===== config.mk =====
export PLATFORM = sky130hd
export DESIGN_NAME = tick_accum
export DESIGN_NICKNAME = d
export VERILOG_FILES = /design/src/rtl/tick_accum_pkg.sv /design/src/rtl/tick_hold_regs.sv /design/src/rtl/tick_ctrl_sync.sv /design/src/rtl/tick_accum_core.sv /design/src/rtl/tick_accum.sv
export SDC_FILE = /design/constraint.sdc
export NUM_CORES = 1
export LEC_CHECK = 0
export ABC_AREA = 1
export BUFFER_PORTS_ARGS = -buffer_cell sky130_fd_sc_hd__buf_2
export CAP_MARGIN = 25
export CELL_PAD_IN_SITES_DETAIL_PLACEMENT = 0
export CELL_PAD_IN_SITES_GLOBAL_PLACEMENT = 1
export CORE_AREA = 5 5 116 118
export CTS_CLUSTER_DIAMETER = 40
export DETAILED_ROUTE_END_ITERATION = 8
export DIE_AREA = 0 0 121 123
export GPL_TIMING_DRIVEN = 1
export PLACE_DENSITY = 0.95
export SYNTH_ARGS = -nofsm -noshare
export SYNTH_HDL_FRONTEND = slang
export SYNTH_SLANG_ARGS = --single-unit

===== constraint.sdc =====
create_clock -name clk_i -period 4 [get_ports clk_i]
set_input_delay 0.8 -clock clk_i [delete_from_list [all_inputs] [get_ports clk_i]]
set_output_delay 0.8 -clock clk_i [all_outputs]
set_load 0.1 [all_outputs]

===== src/rtl/tick_accum_pkg.sv =====
package tick_accum_pkg;
  localparam int unsigned ACC_W  = 32;
  localparam int unsigned HALF_W = ACC_W / 2;
  localparam int unsigned N_HALF = 2;

  typedef logic [ACC_W-1:0]  acc_t;
  typedef logic [HALF_W-1:0] half_t;

  typedef struct packed {
    logic load;
    logic init;
  } ctrl_t;
endpackage


===== src/rtl/tick_hold_regs.sv =====
module tick_hold_regs
  import tick_accum_pkg::*;
#(
  parameter int unsigned HW = HALF_W,
  parameter int unsigned NH = N_HALF,
  localparam int unsigned TW = HW * NH
) (
  input  logic          clk_i,
  input  logic          rst_ni,
  input  logic [NH-1:0] wr_i,
  input  logic [HW-1:0] data_i,
  output logic [TW-1:0] hold_o
);
  for (genvar g = 0; g < NH; g++) begin : g_half
    logic [HW-1:0] half_q;
    always_ff @(posedge clk_i or negedge rst_ni) begin
      if (!rst_ni)     half_q <= '0;
      else if (wr_i[g]) half_q <= data_i;
    end
    assign hold_o[g*HW +: HW] = half_q;
  end

  AST_LO_ONLY: assert property (@(posedge clk_i) disable iff (!rst_ni)
    (wr_i[0] && !wr_i[NH-1]) |=> hold_o[TW-1 -: HW] == $past(hold_o[TW-1 -: HW]));
endmodule


===== src/rtl/tick_ctrl_sync.sv =====
module tick_ctrl_sync
  import tick_accum_pkg::*;
(
  input  logic  clk_i,
  input  logic  rst_ni,
  input  logic  load_ni,
  input  logic  init_ni,
  output ctrl_t ctrl_o
);
  ctrl_t ctrl_q;
  always_ff @(posedge clk_i or negedge rst_ni) begin
    if (!rst_ni) ctrl_q <= '0;
    else begin
      ctrl_q.load <= ~load_ni;
      ctrl_q.init <= ~init_ni;
    end
  end
  assign ctrl_o = ctrl_q;
endmodule


===== src/rtl/tick_accum_core.sv =====
module tick_accum_core
  import tick_accum_pkg::*;
#(
  parameter int unsigned W = ACC_W
) (
  input  logic         clk_i,
  input  logic         rst_ni,
  input  ctrl_t        ctrl_i,
  input  logic [W-1:0] hold_i,
  output logic         tick_no
);
  logic [W-1:0] inc_q, acc_q, fb;
  logic [W:0]   sum;
  logic         tick_q;

  // initialise also forces the step register to take the holding value
  always_ff @(posedge clk_i or negedge rst_ni) begin
    if (!rst_ni)                        inc_q <= '0;
    else if (ctrl_i.load || ctrl_i.init) inc_q <= hold_i;
  end

  assign fb  = ctrl_i.init ? '0 : acc_q;
  assign sum = {1'b0, fb} + {1'b0, inc_q};

  always_ff @(posedge clk_i or negedge rst_ni) begin
    if (!rst_ni) begin
      acc_q  <= '0;
      tick_q <= 1'b1;
    end else begin
      acc_q  <= sum[W-1:0];
      tick_q <= ~sum[W];
    end
  end
  assign tick_no = tick_q;

  AST_STEP_HOLDS: assert property (@(posedge clk_i) disable iff (!rst_ni)
    (!ctrl_i.load && !ctrl_i.init) |=> $stable(inc_q));
  AST_LOAD_TAKES: assert property (@(posedge clk_i) disable iff (!rst_ni)
    ctrl_i.load |=> inc_q == $past(hold_i));
  AST_INIT_NO_CARRY: assert property (@(posedge clk_i) disable iff (!rst_ni)
    ctrl_i.init |=> tick_no);
  AST_TICK_IS_WRAP: assert property (@(posedge clk_i) disable iff (!rst_ni)
    !tick_no |-> acc_q < $past(inc_q));
endmodule


===== src/rtl/tick_accum.sv =====
module tick_accum
  import tick_accum_pkg::*;
(
  input  logic              clk_i,
  input  logic              rst_ni,
  input  logic              wr_lo_i,
  input  logic              wr_hi_i,
  input  logic [HALF_W-1:0] wr_data_i,
  input  logic              inc_load_ni,
  input  logic              init_ni,
  output logic              tick_no
);
  acc_t  hold;
  ctrl_t ctrl;

  tick_hold_regs #(.HW(HALF_W), .NH(N_HALF)) i_hold (
    .clk_i  (clk_i),
    .rst_ni (rst_ni),
    .wr_i   ({wr_hi_i, wr_lo_i}),
    .data_i (wr_data_i),
    .hold_o (hold)
  );

  tick_ctrl_sync i_ctrl (
    .clk_i   (clk_i),
    .rst_ni  (rst_ni),
    .load_ni (inc_load_ni),
    .init_ni (init_ni),
    .ctrl_o  (ctrl)
  );

  tick_accum_core #(.W(ACC_W)) i_core (
    .clk_i   (clk_i),
    .rst_ni  (rst_ni),
    .ctrl_i  (ctrl),
    .hold_i  (hold),
    .tick_no (tick_no)
  );

  AST_RESET_IDLE: assert property (@(posedge clk_i) !rst_ni |=> tick_no);
endmodule


==> impl_metrics.json <==
{
  "crit_path_start_kind": "flip-flop",
  "min_period_ps": 2550,
  "synth.most_common_cell": "nand2_1",
  "place_congestion": 0.852,
  "drtIter0Drc": 242,
  "grt_pass1_wl_mm": 22.8,
  "ir_drop_uv": 356,
  "yosysTopAreaCell": "dfrtp_1",
  "route.vias.total": 4855,
  "dr.pass1.iters": 5,
  "synth_common_cells": "293 x nand2_1, 177 x inv_1, 98 x dfrtp_1",
  "grt_max_degree": 41,
  "antenna_cells": 0,
  "cap_violations": 0,
  "slew_headroom": 0.633,
  "wl_per_cell_um": 12.9,
  "syn_to_final_growth_pct": 11.2,
  "antenna_found_initial": 0,
  "ys_seq_area_frac": 0.423,
  "required_ps": 4240,
  "synthesis.area_um2": 5860,
  "first_global_vias": 4754,
  "synth_edf_count": 0,
  "combPwrFrac": 0.351,
  "worstSkewPairLatency_ps": 350,
  "cpPeakStageDelay_ps": 690,
  "synth_cells": 845,
  "synth_area_leaders": "dfrtp_1 42%, nand2_1 19%, inv_1 11%",
  "pwr-share-clk": 0.270,
  "core_um2": 12400,
  "multi_input_comb_area_um2": 2660,
  "hold_buffers": 0,
  "power_density_nw_per_um2": 535,
  "slew_viol_final": 0,
  "hold_ws_ps": 350,
  "synth_top_area_frac": 0.419,
  "root_buffer": "clkbuf_16",
  "p_seq_frac": 0.379,
  "path_cells": "buf_16 > nor2_1 > ha_1 > fa_1 > nand3_1 > nand3_1 > nand2_1 > nand2_2 > nand2_1 > nand2_2 > nand2_1 > nand2_1 > nand2_1 > nand2_1",
  "fmax_mhz": 393,
  "final_area_um2": 6520,
  "grt_util_all_layers": 0.196,
  "floorplan.initialDensity": 0.474,
  "drcViolationCount": 0,
  "final_layout_size_suffix_gt1_frac": 0.0586,
  "synth_fp_nets": 900,
  "cts_buffers": 9,
  "synth_cell_types": 24,
  "postCtsResizedCells": 0,
  "post_cts_buffers": 0,
  "routed_wl_mm": 13.4,
  "dieWidth_um": 121,
  "reg2reg_depth": 14,
  "cts_tree": "yes",
  "hold_viol": 0,
  "place_area_um2": 6200,
  "cts.clk_slew.worst_paths_ps": 80,
  "die_h_um": 123,
  "synth-seq-cells": 99,
  "p_sw_uw": 1320,
  "fin_nets": 921,
  "crit_top_cell": "nand2_1",
  "seqCellArea_um2": 2480,
  "hp-class": "in2async",
  "finClkSkew_ps": 8.94,
  "setup_viol": 0,
  "power.leakage_uw": 0.00379,
  "post-route-period-util": 0.637,
  "p_int_uw": 2160,
  "cts_max_level": 3,
  "switching_share": 0.379,
  "critPathLaunch": "i_ctrl.ctrl_o[0]",
  "syn_area_per_cell_um2": 6.93,
  "ys.flop_type": "dfrtp_1",
  "setup_tns_ps": 0,
  "row_count": 41,
  "rsz0062_at_grt": "no",
  "final_antenna_net_count": 0,
  "fp.dieArea_um2": 14900,
  "cts_sinks": 99,
  "synthArstFlopShare": 1.00,
  "pin_count": 23,
  "overflow": 0,
  "worst_slew_pin_slew_ps": 551,
  "nFillCells": 1226,
  "path_max_fanout": 23,
  "status": "finished clean",
  "reg2reg_from": "i_ctrl.ctrl_o[0]",
  "end_kind": "flip-flop",
  "dp_hpwl_mm": 10.6,
  "cp_data_arrival_time_ps": 2790,
  "cts_buffer_depth": 2,
  "yosys_warnings": 0,
  "critPathKind": "reg2reg",
  "critPathSlowestCell": "dfrtp_1",
  "portBuffers": 22,
  "viasPerCell": 4.65
}
==> layer usage <==
layer | track usage | vias up | share of wire
met4 | 0.0737 | 0 | 0.023
met1 | 0.271 | 2167 | 0.50
met3 | 0.0192 | 20 | 0.025
met5 | 0 | - | 0
met2 | 0.321 | 79 | 0.46
li1 | - | 2589 | -
==> stage by stage <==
stage                     power (uW)  worst slack (ps)  std cells   util
final                           3480              1450       1043  0.527
after global routing            3760              1180       1043  0.527
after CTS                       3500              1420       1043  0.527
after detailed placement        2560              1440       1027  0.501
after global placement          2530              1170       1025  0.497
after floorplan                 2230              1710        845      -
==> registers in the layout (all words and copies together), names as in the netlist <==
name,cells
i_hold.g_half.half_q,32
i_ctrl.ctrl_o,2
i_core.acc_q,32
i_core.tick_no,1
i_core.inc_q,32
==> power by group through the flow <==
stage | sequential, uW | clock, uW | combinational [uW]
after floorplan | 1320 | 0 | 902
after global placement | 1330 | 0 | 1190
after detailed placement | 1340 | 0 | 1220
after CTS | 1320 | 953 | 1230
after global routing | 1350 | 995 | 1420
final | 1320 | 939 | 1220
==> cells by family after synthesis <==
family / count (synthesis) / synth area share
compound gates: 90 / 0.0782
xor+xnor: 15 / 0.0224
fa+ha+maj: 33 / 0.0718
buf+inv: 193 / 0.124
flops: 99 / 0.423
simple gates: 415 / 0.280
==> final timing paths <==
path | end | slack, ps
min in group clk_i | i_core.inc_q[11] | 510
setup / recovery | i_core.acc_q[28] | 1450
max in group asynchronous | i_core.acc_q[27] | 2820
setup reg to reg | i_core.acc_q[28] | 1450
hold / removal | i_hold.g_half[0].half_q[0] | 350
hold reg to reg | i_core.inc_q[11] | 510
==> worst max-delay path, delay by kind of cell, from the launching register on <==
kind / cells / cell delay, ps
buf+inv: 1 / 220
flops: 1 / 690
simple gates: 11 / 840
fa+ha+maj: 2 / 670
==> cell usage in the layout, fill, tap and decap left out, types with 2 or more instances in the layout <==
cell	count
o21bai_1	2
inv_1	177
nand2_2	5
inv_8	3
buf_2	21
o21ai_0	65
buf_16	2
nor2_1	76
nand3_1	27
dfrtp_1	98
buf_4	3
xor2_1	14
nand2_1	293
nand4_1	4
a21oi_1	22
clkbuf_16	9
nor3_1	5
ha_1	32
==> layout make-up <==
class / count / share of cell area
Clock inverter: 6 / 0.0123
Clock buffer: 10 / 0.0367
Multi-Input combinational cell: 553 / 0.408
Inverter: 177 / 0.102
Timing Repair Buffer: 26 / 0.0280
Tap cell: 172 / 0.0330
Sequential cell: 99 / 0.380
(Power assumes the default switching activity.)
